**src/rtl/gpio_irq_pkg.sv**
```systemverilog
package gpio_irq_pkg;

    typedef enum logic [2:0] {
        TRG_OFF  = 3'd0,
        TRG_HIGH = 3'd1,
        TRG_LOW  = 3'd2,
        TRG_SET  = 3'd3,
        TRG_RISE = 3'd4,
        TRG_FALL = 3'd5,
        TRG_ANY  = 3'd6
    } trig_mode_e;

    localparam int A_DOUT   = 0;
    localparam int A_SET    = 1;
    localparam int A_CLR    = 2;
    localparam int A_DIN    = 3;
    localparam int A_OE     = 4;
    localparam int A_MKIN   = 5;
    localparam int A_MKOUT  = 6;
    localparam int A_MODE   = 7;
    localparam int A_MASK   = 8;
    localparam int A_RAW    = 9;
    localparam int A_MASKED = 10;
    localparam int A_ACK    = 11;

endpackage

```
**src/rtl/gpio_in_sync.sv**
```systemverilog
module gpio_in_sync #(
    parameter int W = 8
) (
    input  logic         clk,
    input  logic         rst_n,
    input  logic [W-1:0] async_in,
    output logic [W-1:0] cur,
    output logic [W-1:0] prev
);
    logic [W-1:0] meta_q;
    logic [W-1:0] cur_q;
    logic [W-1:0] prev_q;

    always_ff @(posedge clk or negedge rst_n) begin
        if (!rst_n) begin
            meta_q <= '0;
            cur_q  <= '0;
            prev_q <= '0;
        end else begin
            meta_q <= async_in;
            cur_q  <= meta_q;
            prev_q <= cur_q;
        end
    end

    assign cur  = cur_q;
    assign prev = prev_q;
endmodule

```
**src/rtl/gpio_trig_cell.sv**
```systemverilog
module gpio_trig_cell
    import gpio_irq_pkg::*;
(
    input  trig_mode_e mode,
    input  logic       cur,
    input  logic       prev,
    input  logic       enter_set,
    output logic       evt
);
    logic cond;

    always_comb begin
        unique case (mode)
            TRG_HIGH: cond = cur;
            TRG_LOW:  cond = ~cur;
            TRG_RISE: cond = cur & ~prev;
            TRG_FALL: cond = ~cur & prev;
            TRG_ANY:  cond = cur ^ prev;
            default:  cond = 1'b0;
        endcase
        evt = cond | enter_set;
    end
endmodule

```
**src/rtl/gpio_irq_port.sv**
```systemverilog
module gpio_irq_port
    import gpio_irq_pkg::*;
#(
    parameter int              NPIN     = 8,
    parameter int              AW       = 4,
    parameter int              DW       = 32,
    parameter logic [NPIN-1:0] CHG_BITS = 8'h7F,
    parameter logic [NPIN-1:0] CHG_DIR  = 8'hFC
) (
    input  logic            clk,
    input  logic            rst_n,
    input  logic            wr_en,
    input  logic [AW-1:0]   wr_addr,
    input  logic [DW-1:0]   wr_data,
    input  logic [AW-1:0]   rd_addr,
    output logic [DW-1:0]   rd_data,
    input  logic [NPIN-1:0] pin_in,
    output logic [NPIN-1:0] pin_out,
    output logic [NPIN-1:0] pin_oe,
    output logic            irq
);
    localparam int MW = 3 * NPIN;

    typedef struct packed {
        logic [NPIN-1:0]             dout;
        logic [NPIN-1:0]             oe;
        trig_mode_e [NPIN-1:0]       mode;
        logic [NPIN-1:0]             mask;
        logic [NPIN-1:0]             pend;
    } port_state_t;

    port_state_t st_q, st_d;

    logic [NPIN-1:0] sync_cur, sync_prev;
    logic [NPIN-1:0] enter_set;
    logic [NPIN-1:0] evt;
    logic [NPIN-1:0] wmask;
    logic [MW-1:0]   mode_flat;
    logic [NPIN-1:0] pend_vec;
    logic            mode_wr;
    logic            unused_wr_hi;

    assign wmask        = wr_data[NPIN-1:0];
    assign unused_wr_hi = ^wr_data[DW-1:MW];
    assign mode_wr      = wr_en && (wr_addr == AW'(A_MODE));

    gpio_in_sync #(.W(NPIN)) sync_i (
        .clk      (clk),
        .rst_n    (rst_n),
        .async_in (pin_in),
        .cur      (sync_cur),
        .prev     (sync_prev)
    );

    for (genvar i = 0; i < NPIN; i++) begin : g_pin
        trig_mode_e new_mode;
        assign new_mode     = trig_mode_e'(wr_data[3*i +: 3]);
        assign enter_set[i] = mode_wr && (new_mode == TRG_SET) && (st_q.mode[i] != TRG_SET);
        assign mode_flat[3*i +: 3] = st_q.mode[i];

        gpio_trig_cell cell_i (
            .mode      (st_q.mode[i]),
            .cur       (sync_cur[i]),
            .prev      (sync_prev[i]),
            .enter_set (enter_set[i]),
            .evt       (evt[i])
        );
    end

    always_comb begin
        logic [NPIN-1:0] ack;
        st_d = st_q;
        ack  = '0;
        if (wr_en) begin
            case (int'(wr_addr))
                A_DOUT:  st_d.dout = wmask;
                A_SET:   st_d.dout = st_q.dout | (wmask & CHG_BITS);
                A_CLR:   st_d.dout = st_q.dout & ~(wmask & CHG_BITS);
                A_OE:    st_d.oe   = wmask;
                A_MKIN:  st_d.oe   = st_q.oe & ~(wmask & CHG_DIR);
                A_MKOUT: st_d.oe   = st_q.oe | (wmask & CHG_DIR);
                A_MODE: begin
                    for (int i = 0; i < NPIN; i++)
                        st_d.mode[i] = trig_mode_e'(wr_data[3*i +: 3]);
                end
                A_MASK:  st_d.mask = wmask;
                A_ACK:   ack       = wmask;
                default: ;
            endcase
        end
        st_d.pend = (st_q.pend & ~ack) | evt;
    end

    always_ff @(posedge clk or negedge rst_n) begin
        if (!rst_n) begin
            st_q.dout <= '0;
            st_q.oe   <= '0;
            st_q.mask <= '0;
            st_q.pend <= '0;
            for (int i = 0; i < NPIN; i++)
                st_q.mode[i] <= TRG_OFF;
        end else begin
            st_q <= st_d;
        end
    end

    always_comb begin
        rd_data = '0;
        case (int'(rd_addr))
            A_DOUT:   rd_data[NPIN-1:0] = st_q.dout;
            A_DIN:    rd_data[NPIN-1:0] = sync_cur;
            A_OE:     rd_data[NPIN-1:0] = st_q.oe;
            A_MKIN:   rd_data[NPIN-1:0] = ~st_q.oe;
            A_MKOUT:  rd_data[NPIN-1:0] = st_q.oe;
            A_MODE:   rd_data[MW-1:0]   = mode_flat;
            A_MASK:   rd_data[NPIN-1:0] = st_q.mask;
            A_RAW:    rd_data[NPIN-1:0] = st_q.pend;
            A_MASKED: rd_data[NPIN-1:0] = st_q.pend & st_q.mask;
            default:  rd_data = '0;
        endcase
    end

    assign pend_vec = st_q.pend;
    assign pin_out  = st_q.dout;
    assign pin_oe   = st_q.oe;
    assign irq      = |(st_q.pend & st_q.mask);
endmodule

```
**config.mk**
```make
export PLATFORM = sky130hd
export DESIGN_NAME = gpio_irq_port
export DESIGN_NICKNAME = d
export VERILOG_FILES = /design/src/rtl/gpio_irq_pkg.sv /design/src/rtl/gpio_in_sync.sv /design/src/rtl/gpio_trig_cell.sv /design/src/rtl/gpio_irq_port.sv
export SDC_FILE = /design/constraint.sdc
export NUM_CORES = 1
export LEC_CHECK = 0
export ABC_AREA = 1
export ABC_CLOCK_PERIOD_IN_PS = 3300
export BUFFER_PORTS_ARGS = -buffer_cell sky130_fd_sc_hd__buf_4
export CAP_MARGIN = 10
export CORE_MARGIN = 2
export CORE_UTILIZATION = 60
export DETAILED_ROUTE_END_ITERATION = 8
export PLACE_DENSITY = 0.86
export SLEW_MARGIN = 20
export SYNTH_ARGS = -nofsm -noshare
export SYNTH_HDL_FRONTEND = slang
export SYNTH_SLANG_ARGS = --single-unit
```
**constraint.sdc**
```tcl
create_clock -name clk -period 3.3 [get_ports clk]
set_input_delay 0.825 -clock clk [delete_from_list [all_inputs] [get_ports clk]]
set_output_delay 0.825 -clock clk [all_outputs]
set_load 0.05 [all_outputs]
```
==> results.md, run 1 <==
- Placeable Area: 8090 sq um
- Setup-violating endpoint count in the final report: 0
- Maximum operating frequency: 332 MHz
- Detailed Routing Iterations Pass 1: 5
- Crit path cell chain: buf_4 > nand2_1 > clkinv_1 > nand3_1 > nand2_1 > nor2_1 > nand2_1 > buf_4
- IR drop worst, VDD: 0.329 mV
- Final net count: 831
- Critical Path RT: 2470 ps
- Placed cell count: 858
- Via/cell ratio: 5.48
- Clock Pin Slew Worst Setup and Hold Paths: 90 ps
- Setup crit start kind: primary input
- Cts repair resizes: 0
- Number of hold buffers added after CTS: 0
- Max Transition Viols Final: 0
- Number of different library cells in the post-synthesis netlist: 24
- RSZ-0062 raised after global routing: no
- Power Density: 534 nW/um^2
- Violation count after the first detailed-route iteration: 410
- Power consumption: 0.00303 W
- Net switching fraction of the power: 40.3%
- Share of synthesized area occupied by flip-flops and latches: 40.7%
- Post-route antenna net violation count: 0
- Initial Util: 60.8%
- Count of buffers from port buffering: 83
- Final hold violations: 0
- Leading cell types in the layout, fill and taps excluded: sky130_fd_sc_hd__nand2_1, sky130_fd_sc_hd__nand3_1, sky130_fd_sc_hd__inv_1
- Wire length per cell after detailed routing: 14.6 um
- Die Wd: 94.5 um
- Worst max-slew margin expressed relative to the limit: 52.9%
- Fraction of layout cells with a size suffix above 1: 16.4%
- Max Cap Viol: 0
- Worst-Skew Late Latency: 350 ps
- Number of ports placed on the die boundary: 100
- Number of placement rows: 33
- Share of total power in sequential cells: 43.4%
- Total routing usage reported by global routing: 30.1%
- Post-synthesis cell type with the largest combined area: sky130_fd_sc_hd__dfrtp_1
- Fill cell count: 680
- Post-Synthesis Cell Area: 4920 sq um
- Fraction of post-synthesis cell area in the top cell type by area: 40.7%
- Clock Tree Buf Depth: 2
- Area growth from synthesis to final layout: 15.4%
- CP Class: primary input to output port
- Actual slew at the worst max-slew pin: 707 ps
- Slowest CP cell: sky130_fd_sc_hd__clkinv_1
- Class of the tightest hold or removal check: register to register
- Ranking of synthesized cells by area: sky130_fd_sc_hd__dfrtp_1, sky130_fd_sc_hd__nand2_1, sky130_fd_sc_hd__nand3_1
- Final cell count without fillers: 874
- Number of antenna violations at the first check in global routing: 0
- Endpoint class of the critical path: output port
- Post-CTS Setup Repair Bufs: 0
- Worst clock skew: 6.76 ps
- Fraction of the core area covered by cells at the end of the flow: 70.1%
- Most frequent CP cell: sky130_fd_sc_hd__nand2_1
- Dpl hpwl: 9260 um
- Final critical delay including setup and external delays: 3020 ps
- Crit path DAT: 2190 ps
- Largest driver fanout on the critical path: 17
- Power share of the combinational group: 31.4%
- Clock root buffer: sky130_fd_sc_hd__clkbuf_8
- Detailed Route WL: 12800 um
- Routability congestion estimate from global placement: 0.916
- Share of total power in the clock network: 25.2%
- Area of combinational cells with multiple inputs: 2290 sq um
- Number of synthesis warnings: 0
- Area of the die: 8940 sq um
- Global route overflow: 0
- Combined flip-flop and latch cell area: 2000 sq um
- Number of H-tree branching levels: 3
- Status: finished, final reports clean
- Period utilisation layout: 91.4%
- Number of sinks on the clock net: 80
- Antenna diode instance count: 0
- Mean post-synth cell area: 7.04 sq um
- Cells after Synth: 699
- Number of global-route vias before repair: 4590
- Number of buffers created by CTS: 9
- Die height: 94.5 um
- Number of synthesized register bits: 80
- Net switching power: 0.00122 W
- Static leakage: 3.10 nW
- Wire length of the first global-routing pass: 20800 um
- Final sum of negative setup slack: 0 ps
- Via count: 4792
- CTS tree: yes
- Slowest cell delay on critical path: 400 ps
- DR DRC count: 0
- Power Internal: 0.00181 W
- Maximum number of pins on one net before global-route repair: 81
- Most common cell after layout, fill and taps aside: sky130_fd_sc_hd__nand2_1
## Yosys cell counts, drive strengths merged
| library cell | count |
|---|---|
| nand2 | 217 |
| o21ai | 40 |
| nand4 | 14 |
| dfrtp | 80 |
| inv | 95 |
| nor3 | 1 |
| clkinv | 1 |
| ha | 16 |
| nand3 | 99 |
| nand3b | 8 |
| nor2 | 72 |
| buf | 40 |
| clkbuf | 3 |
| a21oi | 11 |
| or2 | 1 |
| conb | 1 |
## layer usage
metal	vias up	GRT usage, %	wire length, um
met1	2230	36.5	5010
met2	219	51.5	6360
li1	2294	-	-
met3	49	6.23	876
met4	0	14.3	531
met5	-	0	0
## worst paths after layout
path                                  start            end  slack [ps]  cells past startpoint
setup / recovery                 rd_addr[1]     rd_data[4]         280                      8
hold / removal             sync_i.meta_q[6]  sync_i.cur[6]         360                      0
setup reg to reg              sync_i.cur[2]    pend_vec[2]        2040                      8
hold reg to reg            sync_i.meta_q[6]  sync_i.cur[6]         360                      0
max in group asynchronous             rst_n   mode_flat[9]        2320                      1
min in group asynchronous             rst_n  mode_flat[13]         500                      1
## worst max-delay path: cells and delay by family
| family | cells | cell delay, ps |
|---|---|---|
| buf+inv | 3 | 720 |
| simple gates | 5 | 620 |
## through the flow
stage / instance area [sq um] / worst slack (ps) / hold WS, ps
6_report: 5680 / 285 / 355
5_1_grt: 5680 / 193 / 361
4_1_cts: 5670 / 317 / 359
3_5_place_dp: 5460 / 354 / 336
3_3_place_gp: 5460 / 367 / 333
2_1_floorplan: 4940 / 456 / 331
## sequential cells by signal, summed over array words and instances (netlist names)
register / flops
sync_i.cur: 8
pin_out: 8
sync_i.prev: 8
st_q: 8
pend_vec: 8
mode_flat: 24
sync_i.meta_q: 8
pin_oe: 8
## area by class of cell
type | count | area share (%)
tap | 105 | 2.31
multi-input combinational | 487 | 40.4
clock inverter | 7 | 1.48
clock buffer | 9 | 2.18
inverter | 96 | 6.35
sequential | 80 | 35.3
timing repair buffer | 90 | 12.0
## power by group through the flow
stage	Clock [W]	Sequential, W	Combinational (W)
after CTS	0.000776	0.00131	0.000950
after detailed placement	0	0.00133	0.000943
final	0.000765	0.00131	0.000951
after global routing	0.000813	0.00133	0.00105
after global placement	0	0.00132	0.000909
after floorplan	0	0.00127	0.000746
## kinds of logic (layout without fill, tap and decap cells)
group | after synthesis | count (layout) | share of synthesized area [%]
compound gates | 51 | 51 | 5.19
fa+ha+maj | 16 | 16 | 4.07
simple gates | 412 | 412 | 36.8
flops | 80 | 80 | 40.7
buf+inv | 139 | 202 | 13.2
other cells | 1 | 8 | 0.0762
Power figures use the tool's default switching activity.
==> inputs of run 2 (changes only) <==
CELL_PAD_IN_SITES_DETAIL_PLACEMENT = 1   (was not set)
CELL_PAD_IN_SITES_GLOBAL_PLACEMENT = 2   (was not set)
CORE_UTILIZATION = 33   (was 60)
PLACE_DENSITY = not set   (was 0.86)
PLACE_DENSITY_LB_ADDON = 0.1   (was not set)
==> results.md, run 2 (synthesis gave the netlist of run 1 again) <==
- R2r setup slk: 2050 ps
- Number of H-tree branching levels: 3
- Max Transition Viols Final: 0
- Critical Path RT: 2470 ps
- CTS tree: yes
- Clock root buffer: sky130_fd_sc_hd__clkbuf_16
- Worst Path Buf+Inv: 3
- Start of the worst register-to-register path: sync_i.cur[7]
- Detailed Route WL: 15500 um
- Slowest CP cell: sky130_fd_sc_hd__nor2_4
- Cell count of the worst reg-to-reg path: 6
- Endpoint of the worst-slack reg-to-reg timing path: pend_vec[7]
- Worst hold path depth: 0
- Final sum of negative setup slack: 0 ps
- Class of the tightest hold or removal check: register to register
- Area growth from synthesis to final layout: 19.1%
- Post-route antenna net violation count: 0
- Total routing usage reported by global routing: 20.5%
- Fraction of layout cells with a size suffix above 1: 15.9%
- Setup-violating endpoint count in the final report: 0
- Final cell count without fillers: 951
- Clock Pin Slew Worst Setup and Hold Paths: 50 ps
- Flip-flop count of the largest register after layout: 24
- CP Class: primary input to output port
- Slowest cell delay on critical path: 370 ps
- Status: finished, final reports clean
- Largest driver fanout on the critical path: 16
- Final net count: 832
- Number of ports placed on the die boundary: 100
- Post-CTS Setup Repair Bufs: 0
- Wire length of the first global-routing pass: 25700 um
- Leading cell types in the layout, fill and taps excluded: sky130_fd_sc_hd__nand2_1, sky130_fd_sc_hd__nand3_1, sky130_fd_sc_hd__inv_1
- Number of global-route vias before repair: 4859
- Number of hold buffers added after CTS: 0
- Post-detailed-placement cell area: 5580 sq um
- Violation count after the first detailed-route iteration: 162
- Worst max-slew margin expressed relative to the limit: 60.3%
- DR DRC count: 0
- RSZ-0062 raised after global routing: no
- IR drop worst, VDD: 0.339 mV
- Crit path cell chain: buf_4 > inv_2 > nor2_4 > nand3_1 > nand2_1 > nor2_1 > nand2_1 > buf_4
- Maximum number of pins on one net before global-route repair: 54
- Final design area excluding fillers: 5860 sq um
- Wire length per cell after detailed routing: 16.3 um
- Via/cell ratio: 4.85
- Maximum operating frequency: 357 MHz
- Most common cell after layout, fill and taps aside: sky130_fd_sc_hd__nand2_1
- Number of antenna violations at the first check in global routing: 0
- Actual slew at the worst max-slew pin: 593 ps
- Area of the die: 15900 sq um
- Final critical delay including setup and external delays: 2800 ps
- Hold_ws: 345 ps
- Placeable Area: 14500 sq um
- Power Density: 559 nW/um^2
- Number of placement rows: 44
- Global route overflow: 0
- Die height: 126 um
- Origin of the worst min-delay path: sync_i.meta_q[5]
- Worst-Skew Late Latency: 340 ps
- Period utilisation layout: 84.9%
- Cts repair resizes: 0
- Max Cap Viol: 0
- Power consumption: 0.00328 W
- Placed cell count: 938
- Antenna diode instance count: 0
- Top Family by Delay on Critical Path: simple AND/OR/NAND/NOR gates
- Worst clock skew: 6.66 ps
- Setup crit start kind: primary input
- Terminating pin of the worst hold path: sync_i.cur[5]
- Final hold violations: 0
- Detailed Routing Iterations Pass 1: 4
- Number of sinks on the clock net: 80
- Initial Util: 33.8%
- Die Wd: 126 um
- Clock Tree Buf Depth: 2
- Number of buffers created by CTS: 9
- Endpoint class of the critical path: output port
- Static leakage: 3.13 nW
- Dpl hpwl: 11600 um
- Via count: 4612
- Crit path DAT: 1980 ps
- Routability congestion estimate from global placement: 0.802
- Count of buffers from port buffering: 83
## run 2: changes by cell type in the layout (fill, tap and decap cells not counted), moves of 2 or more
| cell | change |
|---|---|
| sky130_fd_sc_hd__clkbuf_8 | -8 |
| sky130_fd_sc_hd__clkbuf_16 | +9 |
| sky130_fd_sc_hd__clkbuf_1 | +2 |
| sky130_fd_sc_hd__inv_6 | -4 |
## run 2: worst max-delay path by stage
stage	start	end	slack, ps	cells after the start
6_report	rd_addr[0]	rd_data[5]	500	8
4_1_cts	rd_addr[1]	rd_data[7]	490	8
3_3_place_gp	rd_addr[1]	rd_data[7]	480	8
5_1_grt	rd_addr[1]	rd_data[7]	350	8
3_5_place_dp	rd_addr[1]	rd_data[7]	490	8
2_1_floorplan	rd_addr[2]	rd_data[13]	460	5
## run 2: worst reg2reg max path, cell delays in order, from the launching register on
cell,delay (ps)
sky130_fd_sc_hd__dfrtp_1,450
sky130_fd_sc_hd__ha_1,320
sky130_fd_sc_hd__nand2_1,60
sky130_fd_sc_hd__nand2_1,80
sky130_fd_sc_hd__nand2_1,60
sky130_fd_sc_hd__nand3_1,80
sky130_fd_sc_hd__nand3_1,70
## run 2: metrics by stage
stage	util, %	worst slack [ps]
floorplan	-	456
global placement	38.4	478
finish	40.3	500
CTS	40.3	493
global route	40.3	352
detailed placement	38.4	494
## run 2: where the power goes
group / internal (W) / switching [W]
clock network: 0.000595 / 0.000405
registers: 0.00114 / 0.000174
logic: 0.000310 / 0.000652
total: 0.00204 / 0.00123
## run 2: final cells by class
class                   instances  area, sq um
flip-flops and latches         80         2000
repair buffers                 91          696
multi-input cells             487         2290
inverters                      96          360
clock inverters                 1         30.0
well taps                     184          230
clock buffers                  12          246
fillers                      1862         8670
## run 2: routing by layer
metal | track usage [%] | routed length [um]
met4 | 4.27 | 133
met2 | 36.4 | 7840
met1 | 26.3 | 7150
met3 | 3.48 | 367
met5 | 0 | 0
==> inputs of run 3 (changes only) <==
ABC_CLOCK_PERIOD_IN_PS = 2600   (was 3300)
CORE_UTILIZATION = 30   (was 33)
clock period = 2.6 ns   (was 3.3 ns; I/O delays follow)
==> results.md, run 3 (synthesis gave the netlist of run 1 again) <==
- Status: finished, final reports clean
- Number of antenna violations at the first check in global routing: 0
- Number of ports placed on the die boundary: 100
- Global route overflow: 0
- Post-route antenna net violation count: 0
- Critical Path RT: 1950 ps
- Final hold violations: 0
- Hold_ws: 231 ps
- Via count: 4633
- Final critical delay including setup and external delays: 2420 ps
- Placeable Area: 15900 sq um
- DR DRC count: 0
- Detailed Route WL: 15700 um
- Maximum operating frequency: 413 MHz
- Number of hold buffers added after CTS: 0
- Post-CTS Setup Repair Bufs: 0
- Worst-Skew Late Latency: 350 ps
- RSZ-0062 raised after global routing: no
- Slowest cell delay on critical path: 200 ps
- Largest driver fanout on the critical path: 14
- Max Cap Viol: 0
- Most common cell after layout, fill and taps aside: sky130_fd_sc_hd__nand2_1
- Setup crit start kind: primary input
- Via/cell ratio: 4.68
- Number of global-route vias before repair: 4782
- Class of the tightest hold or removal check: primary input to asynchronous set/reset pin
- Die height: 132 um
- Crit path DAT: 1770 ps
- Max Transition Viols Final: 0
- Power Density: 713 nW/um^2
- Clock Tree Buf Depth: 2
- CTS tree: yes
- Number of buffers created by CTS: 9
- Antenna diode instance count: 0
- Dpl hpwl: 12000 um
- Most frequent CP cell: sky130_fd_sc_hd__nand2_1
- Maximum number of pins on one net before global-route repair: 53
- Die Wd: 132 um
- Worst clock skew: 5.13 ps
- Final sum of negative setup slack: 0 ps
- Clock Pin Slew Worst Setup and Hold Paths: 60 ps
- Final net count: 838
- Cts repair resizes: 0
- Worst max-slew margin expressed relative to the limit: 62.6%
- Slowest CP cell: sky130_fd_sc_hd__buf_4
- Clock root buffer: sky130_fd_sc_hd__clkbuf_16
- Fraction of layout cells with a size suffix above 1: 16.9%
- Crit path cell chain: buf_4 > nand2_1 > clkinv_1 > buf_12 > nand3_1 > nand2_1 > nor2_1 > nand2_1 > buf_4
- Area of the die: 17400 sq um
- Count of buffers from port buffering: 83
- Number of sinks on the clock net: 80
- CP Class: primary input to output port
- Period utilisation layout: 93.1%
- Wire length of the first global-routing pass: 25500 um
- Area growth from synthesis to final layout: 22.8%
- Setup-violating endpoint count in the final report: 0
- R2r setup slk: 1390 ps
- Detailed Routing Iterations Pass 1: 4
- Wire length per cell after detailed routing: 15.9 um
- Leading cell types in the layout, fill and taps excluded: sky130_fd_sc_hd__nand2_1, sky130_fd_sc_hd__nand3_1, sky130_fd_sc_hd__inv_1, sky130_fd_sc_hd__buf_4, sky130_fd_sc_hd__dfrtp_1
- Static leakage: 3.20 nW
- Number of placement rows: 46
- Initial Util: 30.9%
- Endpoint class of the critical path: output port
- Actual slew at the worst max-slew pin: 558 ps
- Routability congestion estimate from global placement: 0.792
- IR drop worst, VDD: 0.308 mV
- Violation count after the first detailed-route iteration: 146
- Total routing usage reported by global routing: 18.6%
- Flip-flop count of the largest register after layout: 24
- Number of H-tree branching levels: 3
-- run 3: cell types whose count changed in the layout (fill, tap and decap cells not counted) --
cell / previous run / this run
sky130_fd_sc_hd__buf_12: 1 / 5
sky130_fd_sc_hd__buf_4: 90 / 92
sky130_fd_sc_hd__bufinv_16: 1 / 2
sky130_fd_sc_hd__clkbuf_1: 2 / 1
sky130_fd_sc_hd__clkinv_4: 0 / 1
sky130_fd_sc_hd__inv_6: 0 / 1
-- run 3: area by class of cell --
class                           instances  area, sq um
Fill cell                            2027         9900
Clock inverter                          4         77.6
Inverter                               96          360
Timing Repair Buffer                   97          791
Tap cell                              216          270
Sequential cell                        80         2000
Clock buffer                           11          243
Multi-Input combinational cell        487         2290
-- run 3: metrics by stage --
step           area (sq um)  std cells  utilization, %  worst slack [ps]  total power [W]
6_report               6040        991            37.9               180          0.00430
5_1_grt                6040        991            37.9              50.5          0.00457
4_1_cts                6040        991            37.9               160          0.00438
3_5_place_dp           5720        976            35.9               158          0.00295
3_3_place_gp           5720        976            35.9               183          0.00291
2_1_floorplan          4940        706               -               106          0.00255
-- run 3: critical path: cells and delay by family --
family        cells  cell delay [ps]
simple gates      5              450
buf+inv           4              670
-- run 3: power breakdown --
| group | leakage [nW] | internal, W | switching (W) |
|---|---|---|---|
| logic | 2.12 | 0.000407 | 0.000829 |
| registers | 0.930 | 0.00144 | 0.000227 |
| clock network | 0.156 | 0.000868 | 0.000528 |
-- run 3: final timing paths --
| kind | from | end | depth (start not counted) |
|---|---|---|---|
| max | rd_addr[1] | rd_data[2] | 9 |
| min | rst_n | sync_i.prev[3] | 1 |
| max reg2reg | sync_i.cur[5] | pend_vec[5] | 8 |
| min reg2reg | sync_i.meta_q[6] | sync_i.cur[6] | 0 |
| max in group asynchronous | rst_n | pin_out[5] | 2 |
| min in group clk | sync_i.meta_q[6] | sync_i.cur[6] | 0 |
-- run 3: per-layer routing --
layer	vias to the layer above	part of all wire (%)	global-route usage [%]
li1	2298	-	-
met1	2256	45	23.8
met2	66	50	32.3
met3	13	2.9	3.04
met4	0	1.5	5.31
met5	-	0	0
